File: config.mk
export PLATFORM = sky130hd
export DESIGN_NAME = wavg_defuzz
export DESIGN_NICKNAME = d
export VERILOG_FILES = /design/src/rtl/wavg_defuzz.sv
export SDC_FILE = /design/constraint.sdc
export NUM_CORES = 1
export LEC_CHECK = 0
export BUFFER_PORTS_ARGS = -buffer_cell sky130_fd_sc_hd__buf_2
export CORE_ASPECT_RATIO = 0.8
export CORE_MARGIN = 8
export CORE_UTILIZATION = 54
export DETAILED_ROUTE_END_ITERATION = 10
export GPL_TIMING_DRIVEN = 0
export HOLD_SLACK_MARGIN = 0.02
export PLACE_DENSITY = 0.72
export SLEW_MARGIN = 30
export SYNTH_ARGS = -nofsm -noshare
export SYNTH_HDL_FRONTEND = slang
export SYNTH_SLANG_ARGS = --single-unit
File: constraint.sdc
create_clock -name clk -period 76.6 [get_ports clk]
set_input_delay 0 -clock clk [delete_from_list [all_inputs] [get_ports clk]]
set_output_delay 0 -clock clk [all_outputs]
set_load 0.01 [all_outputs]
File: src/rtl/wavg_defuzz.sv
module wavg_defuzz #(
  parameter int W_BITS    = 8,
  parameter int N_RULES   = 15,
  parameter int OUT_BITS  = 16,
  parameter int FRAC_BITS = 8,
  parameter logic [W_BITS-1:0] LVL_LO  = 8'h20,
  parameter logic [W_BITS-1:0] LVL_MID = 8'h80,
  parameter logic [W_BITS-1:0] LVL_HI  = 8'hE0,
  parameter logic [2*N_RULES-1:0] RULE_MAP = {
    2'd2, 2'd2, 2'd2,
    2'd2, 2'd2, 2'd1,
    2'd2, 2'd1, 2'd1,
    2'd1, 2'd0, 2'd0,
    2'd0, 2'd0, 2'd0}
) (
  input  logic                       clk,
  input  logic                       rst_n,
  input  logic                       start,
  input  logic [N_RULES*W_BITS-1:0]  strengths,
  output logic                       valid,
  output logic [OUT_BITS-1:0]        result
);

  localparam int CNT_W = $clog2(N_RULES + 1);
  localparam int NUM_W = 2 * W_BITS + CNT_W;
  localparam int DEN_W = W_BITS + CNT_W;
  localparam int QUO_W = NUM_W + FRAC_BITS;
  localparam logic [W_BITS-1:0] LVL_MAXA = (LVL_LO > LVL_MID) ? LVL_LO : LVL_MID;
  localparam logic [W_BITS-1:0] LVL_MAX  = (LVL_MAXA > LVL_HI) ? LVL_MAXA : LVL_HI;
  localparam logic [W_BITS-1:0] LVL_MINA = (LVL_LO < LVL_MID) ? LVL_LO : LVL_MID;
  localparam logic [W_BITS-1:0] LVL_MIN  = (LVL_MINA < LVL_HI) ? LVL_MINA : LVL_HI;
  localparam logic [OUT_BITS-1:0] LO_SCALED  = OUT_BITS'(LVL_LO)  << FRAC_BITS;
  localparam logic [OUT_BITS-1:0] MAX_SCALED = OUT_BITS'(LVL_MAX) << FRAC_BITS;
  localparam logic [OUT_BITS-1:0] MIN_SCALED = OUT_BITS'(LVL_MIN) << FRAC_BITS;

  logic [NUM_W-1:0]    num_c, num_q;
  logic [DEN_W-1:0]    den_c, den_q;
  logic [OUT_BITS-1:0] quo_q;
  logic                v1, v2;

  always_comb begin
    num_c = '0;
    den_c = '0;
    for (int i = 0; i < N_RULES; i++) begin
      logic [1:0]        code;
      logic [W_BITS-1:0] z;
      logic [W_BITS-1:0] w;
      code = RULE_MAP[2*i +: 2];
      w    = strengths[W_BITS*i +: W_BITS];
      z    = (code == 2'd0) ? LVL_LO : (code == 2'd1) ? LVL_MID : LVL_HI;
      num_c = num_c + NUM_W'(w) * NUM_W'(z);
      den_c = den_c + DEN_W'(w);
    end
  end

  always_ff @(posedge clk or negedge rst_n) begin
    if (!rst_n) begin
      v1    <= 1'b0;
      num_q <= '0;
      den_q <= '0;
    end else begin
      v1 <= start;
      if (start) begin
        num_q <= num_c;
        den_q <= den_c;
      end
    end
  end

  always_ff @(posedge clk or negedge rst_n) begin
    if (!rst_n) begin
      v2    <= 1'b0;
      quo_q <= '0;
    end else begin
      v2 <= v1;
      if (v1) begin
        if (den_q == '0)
          quo_q <= LO_SCALED;
        else
          quo_q <= OUT_BITS'({num_q, {FRAC_BITS{1'b0}}} / QUO_W'(den_q));
      end
    end
  end

  always_ff @(posedge clk or negedge rst_n) begin
    if (!rst_n) begin
      valid  <= 1'b0;
      result <= '0;
    end else begin
      valid <= v2;
      if (v2) result <= quo_q;
    end
  end

  assert_latency_R5: assert property (@(posedge clk) disable iff (!rst_n)
    start |-> ##3 valid);

  assert_no_spurious_R8: assert property (@(posedge clk) disable iff (!rst_n)
    valid |-> $past(start, 3));

  assert_zero_low_R4: assert property (@(posedge clk) disable iff (!rst_n)
    (v1 && den_q == '0) |-> ##2 (valid && result == LO_SCALED));

  assert_upper_R9: assert property (@(posedge clk) disable iff (!rst_n)
    valid |-> result <= MAX_SCALED);

  assert_lower_R9: assert property (@(posedge clk) disable iff (!rst_n)
    valid |-> result >= MIN_SCALED);

endmodule

==> impl_metrics.json <==
{
  "final-max-slew-violation-count": 0,
  "synth_top_cell_by_area": "fa_1",
  "root_buffer": "clkbuf_16",
  "async_flop_share": 1.000,
  "skew_ps": 12.08,
  "num-fill-cells": 4921,
  "layout_min_cycle_time_ps": 71640,
  "seq_area_frac_synth": 0.05343,
  "nNetsFinal": 4562,
  "grt_first_pass_wirelength_mm": 137.2,
  "post-route-drc-count": 0,
  "routed_wl_mm": 84.25,
  "status": "finished clean",
  "rrSetupSlack_ps": 4960,
  "drt_pass1_iterations": 5,
  "wl_per_cell_um": 18.61,
  "final_antenna_net_count": 0,
  "required_ps": 76800,
  "cp_slowest_cell": "or4_4",
  "synth-compound-area-share": 0.2634,
  "grt_overflow": 0,
  "portBuffers": 139,
  "track_usage": 0.2716,
  "start_util": 0.5424,
  "slowest_delay_ps": 590,
  "crit_fanout": 23,
  "cts_buffers": 9,
  "tns_ps": 0,
  "synth_top_family_by_area": "adder cells",
  "ys.flop_type": "dfrtp_1",
  "worstSkewPairLatency_ps": 370,
  "io-pin-count": 140,
  "max_freq_ghz": 0.01396,
  "drv_cap": 0,
  "worst_setup_hold_path_clk_slew_ps": 70,
  "r2r-start": "den_q[0]",
  "syn_avg_cell_area_um2": 8.006,
  "hold_violations": 0,
  "rows": 76,
  "finalSetupViolations": 0,
  "min_period_over_period": 0.9353,
  "synth.distinct_cells": 123,
  "rr_endpoint": "quo_q[0]",
  "design_area_um2": 31720,
  "critPathMostFrequentCell": "o21a_1",
  "synth-edff-count": 0,
  "first_global_vias": 26231,
  "viasPerCell": 6.106,
  "die_area_um2": 61500,
  "clockBufferDepth": 2,
  "startpoint_type": "register",
  "gp_congestion": 0.9223,
  "grt_max_degree": 35,
  "syn_to_final_growth_pct": 9.221,
  "fin_util": 0.5924,
  "reg2reg_depth": 357,
  "die_x_um": 275.3,
  "placed_cell_area_um2": 30680,
  "cts_tree": "done",
  "h-tree-depth": 3,
  "dr_total_vias": 27640,
  "synth_nets": 4372,
  "worstSetupPathType": "register to register",
  "yosys.area_share.simple": 0.1948,
  "ys_ff_latch": 62,
  "final_layout_size_suffix_gt1_frac": 0.1290,
  "synth_top_area_frac": 0.1765,
  "antenna_found_initial": 4,
  "worstPathArrival_ps": 71850,
  "cts_sinks": 62,
  "worstMarginPinSlew_ps": 951.9,
  "synth-xor-area-share": 0.06265,
  "drt_iter0_drc": 2494,
  "relSlewSlack": 0.3595,
  "core_um2": 53540,
  "yosys-top-cells-area": "fa_1, ha_1, dfrtp_1, a21oi_1, inv_1",
  "synth_warnings": 0,
  "die_h_um": 223.4,
  "dp_hpwl_mm": 69.41,
  "synthesis.area_um2": 29040,
  "synth_fa_ha_area_frac": 0.3342,
  "netlist_instances": 3627,
  "hp-class": "input port to async pin",
  "synthMuxAreaShare": 0.03305,
  "worstSetupEndpointType": "register"
}
-- metrics by stage --
stage               worst slack (ps)  cells  hold slack (ps)
global placement               -4073   4468            220.0
floorplan                       9794   3627           -295.6
detailed placement             -3332   4471           -12.25
finish                          4955   4527            138.8
CTS                            162.4   4491            133.6
global route                  -321.3   4527            167.5
-- kinds of logic (layout without fill, tap and decap cells) --
group           Yosys count  after routing
simple gates           1094           1095
compound gates         1119           1119
buf+inv                 442            636
mux                      87             87
other cells               0              3
xor+xnor                201            201
fa+ha+maj               622            622
flops                    62             62
-- critical path, delay by kind of cell, from the launching register on --
family | cells | cell delay, ps
AO/OA/AOI/OAI | 178 | 33920
XOR/XNOR | 1 | 60
adder cells (fa/ha/maj) | 29 | 9190
buffers and inverters | 39 | 7970
flip-flops | 1 | 510
multiplexers | 8 | 2700
AND/OR/NAND/NOR | 102 | 16950
-- Yosys cell counts (45+ instances only) --
library cell and number:
ha_1 366, inv_1 353, nor2_1 279, a21oi_1 267
fa_1 256, nand2_1 232, o21ai_0 162, xnor2_1 133
nor3_1 129, o21a_1 117, a21o_1 100, nand3_1 78
o31ai_1 67, dfrtp_1 62, nand2b_1 61, xor2_1 61
mux2_2 57, clkbuf_1 56, o211ai_1 47, a31oi_1 45
-- cell type report --
cell class	instances	area (um^2)	share of cell area
clock buffer	12	266.5	0.008403
timing repair buffer	184	1079	0.03401
clock inverter	4	28.78	0.0009073
buffer	79	396.6	0.01251
tap	702	878.3	0.02769
multi-input combinational	3124	26160	0.8249
inverter	357	1344	0.04237
antenna	3	7.507	0.0002367
sequential	62	1553	0.04896
-- how the worst max path moves through the flow --
stage / from / end
2_1_floorplan: den_q[0] / quo_q[0]
3_3_place_gp: den_q[0] / quo_q[0]
3_5_place_dp: den_q[0] / quo_q[0]
4_1_cts: den_q[0] / quo_q[0]
5_1_grt: den_q[0] / quo_q[0]
6_report: den_q[0] / quo_q[0]
-- flip-flops by register name, summed over array words and instances, names as in the netlist --
register,count
quo_q,16
den_q,12
result,16
valid,1
v2,1
v1,1
num_q,15
-- layer usage --
layer | up-vias | track usage | wire, um
met5 | - | 0 | 12
met4 | 2 | 0.04334 | 1303
met3 | 82 | 0.04794 | 6654
met2 | 961 | 0.4007 | 34620
met1 | 13018 | 0.4143 | 41660
li1 | 13577 | - | -
-- cell usage in the layout, fill, tap and decap left out, types with 13 or more instances in the layout --
cell / Yosys / final
and3_1: 30 / 30
mux2_2: 57 / 57
a21oi_1: 267 / 256
or2_2: 31 / 31
xor2_1: 61 / 61
nor4_1: 23 / 21
inv_2: 3 / 14
nor2_1: 279 / 272
o21a_1: 117 / 116
o21ai_0: 162 / 155
mux2i_1: 27 / 24
o2111ai_1: 14 / 13
nand2_1: 232 / 228
and2_1: 34 / 33
buf_4: 3 / 46
nand4_1: 37 / 37
a211oi_1: 26 / 24
o2bb2ai_1: 19 / 19
or3_1: 37 / 37
clkbuf_1: 56 / 33
nor3_1: 129 / 126
o21bai_1: 39 / 39
inv_1: 353 / 341
dfrtp_1: 62 / 61
a31oi_1: 45 / 42
nand3_1: 78 / 77
nor2b_1: 38 / 38
o211ai_1: 47 / 47
o31ai_1: 67 / 63
buf_2: 17 / 154
a21o_1: 100 / 100
nand2b_1: 61 / 59
o21ai_1: 23 / 29
fa_1: 256 / 256
ha_1: 366 / 366
xnor2_1: 133 / 133
-- repair_timing --
item	in CTS	in global routing
buffers inserted	3	37
resized for setup	21	118
pin swaps	2	15
endpoints found under the hold margin	63	0
gates cloned	0	1
hold buffers	2	0
setup endpoints to repair	2	3
Power is not shown: default switching activity piles up to over one toggle a cycle in this logic, so the estimate is an artifact.
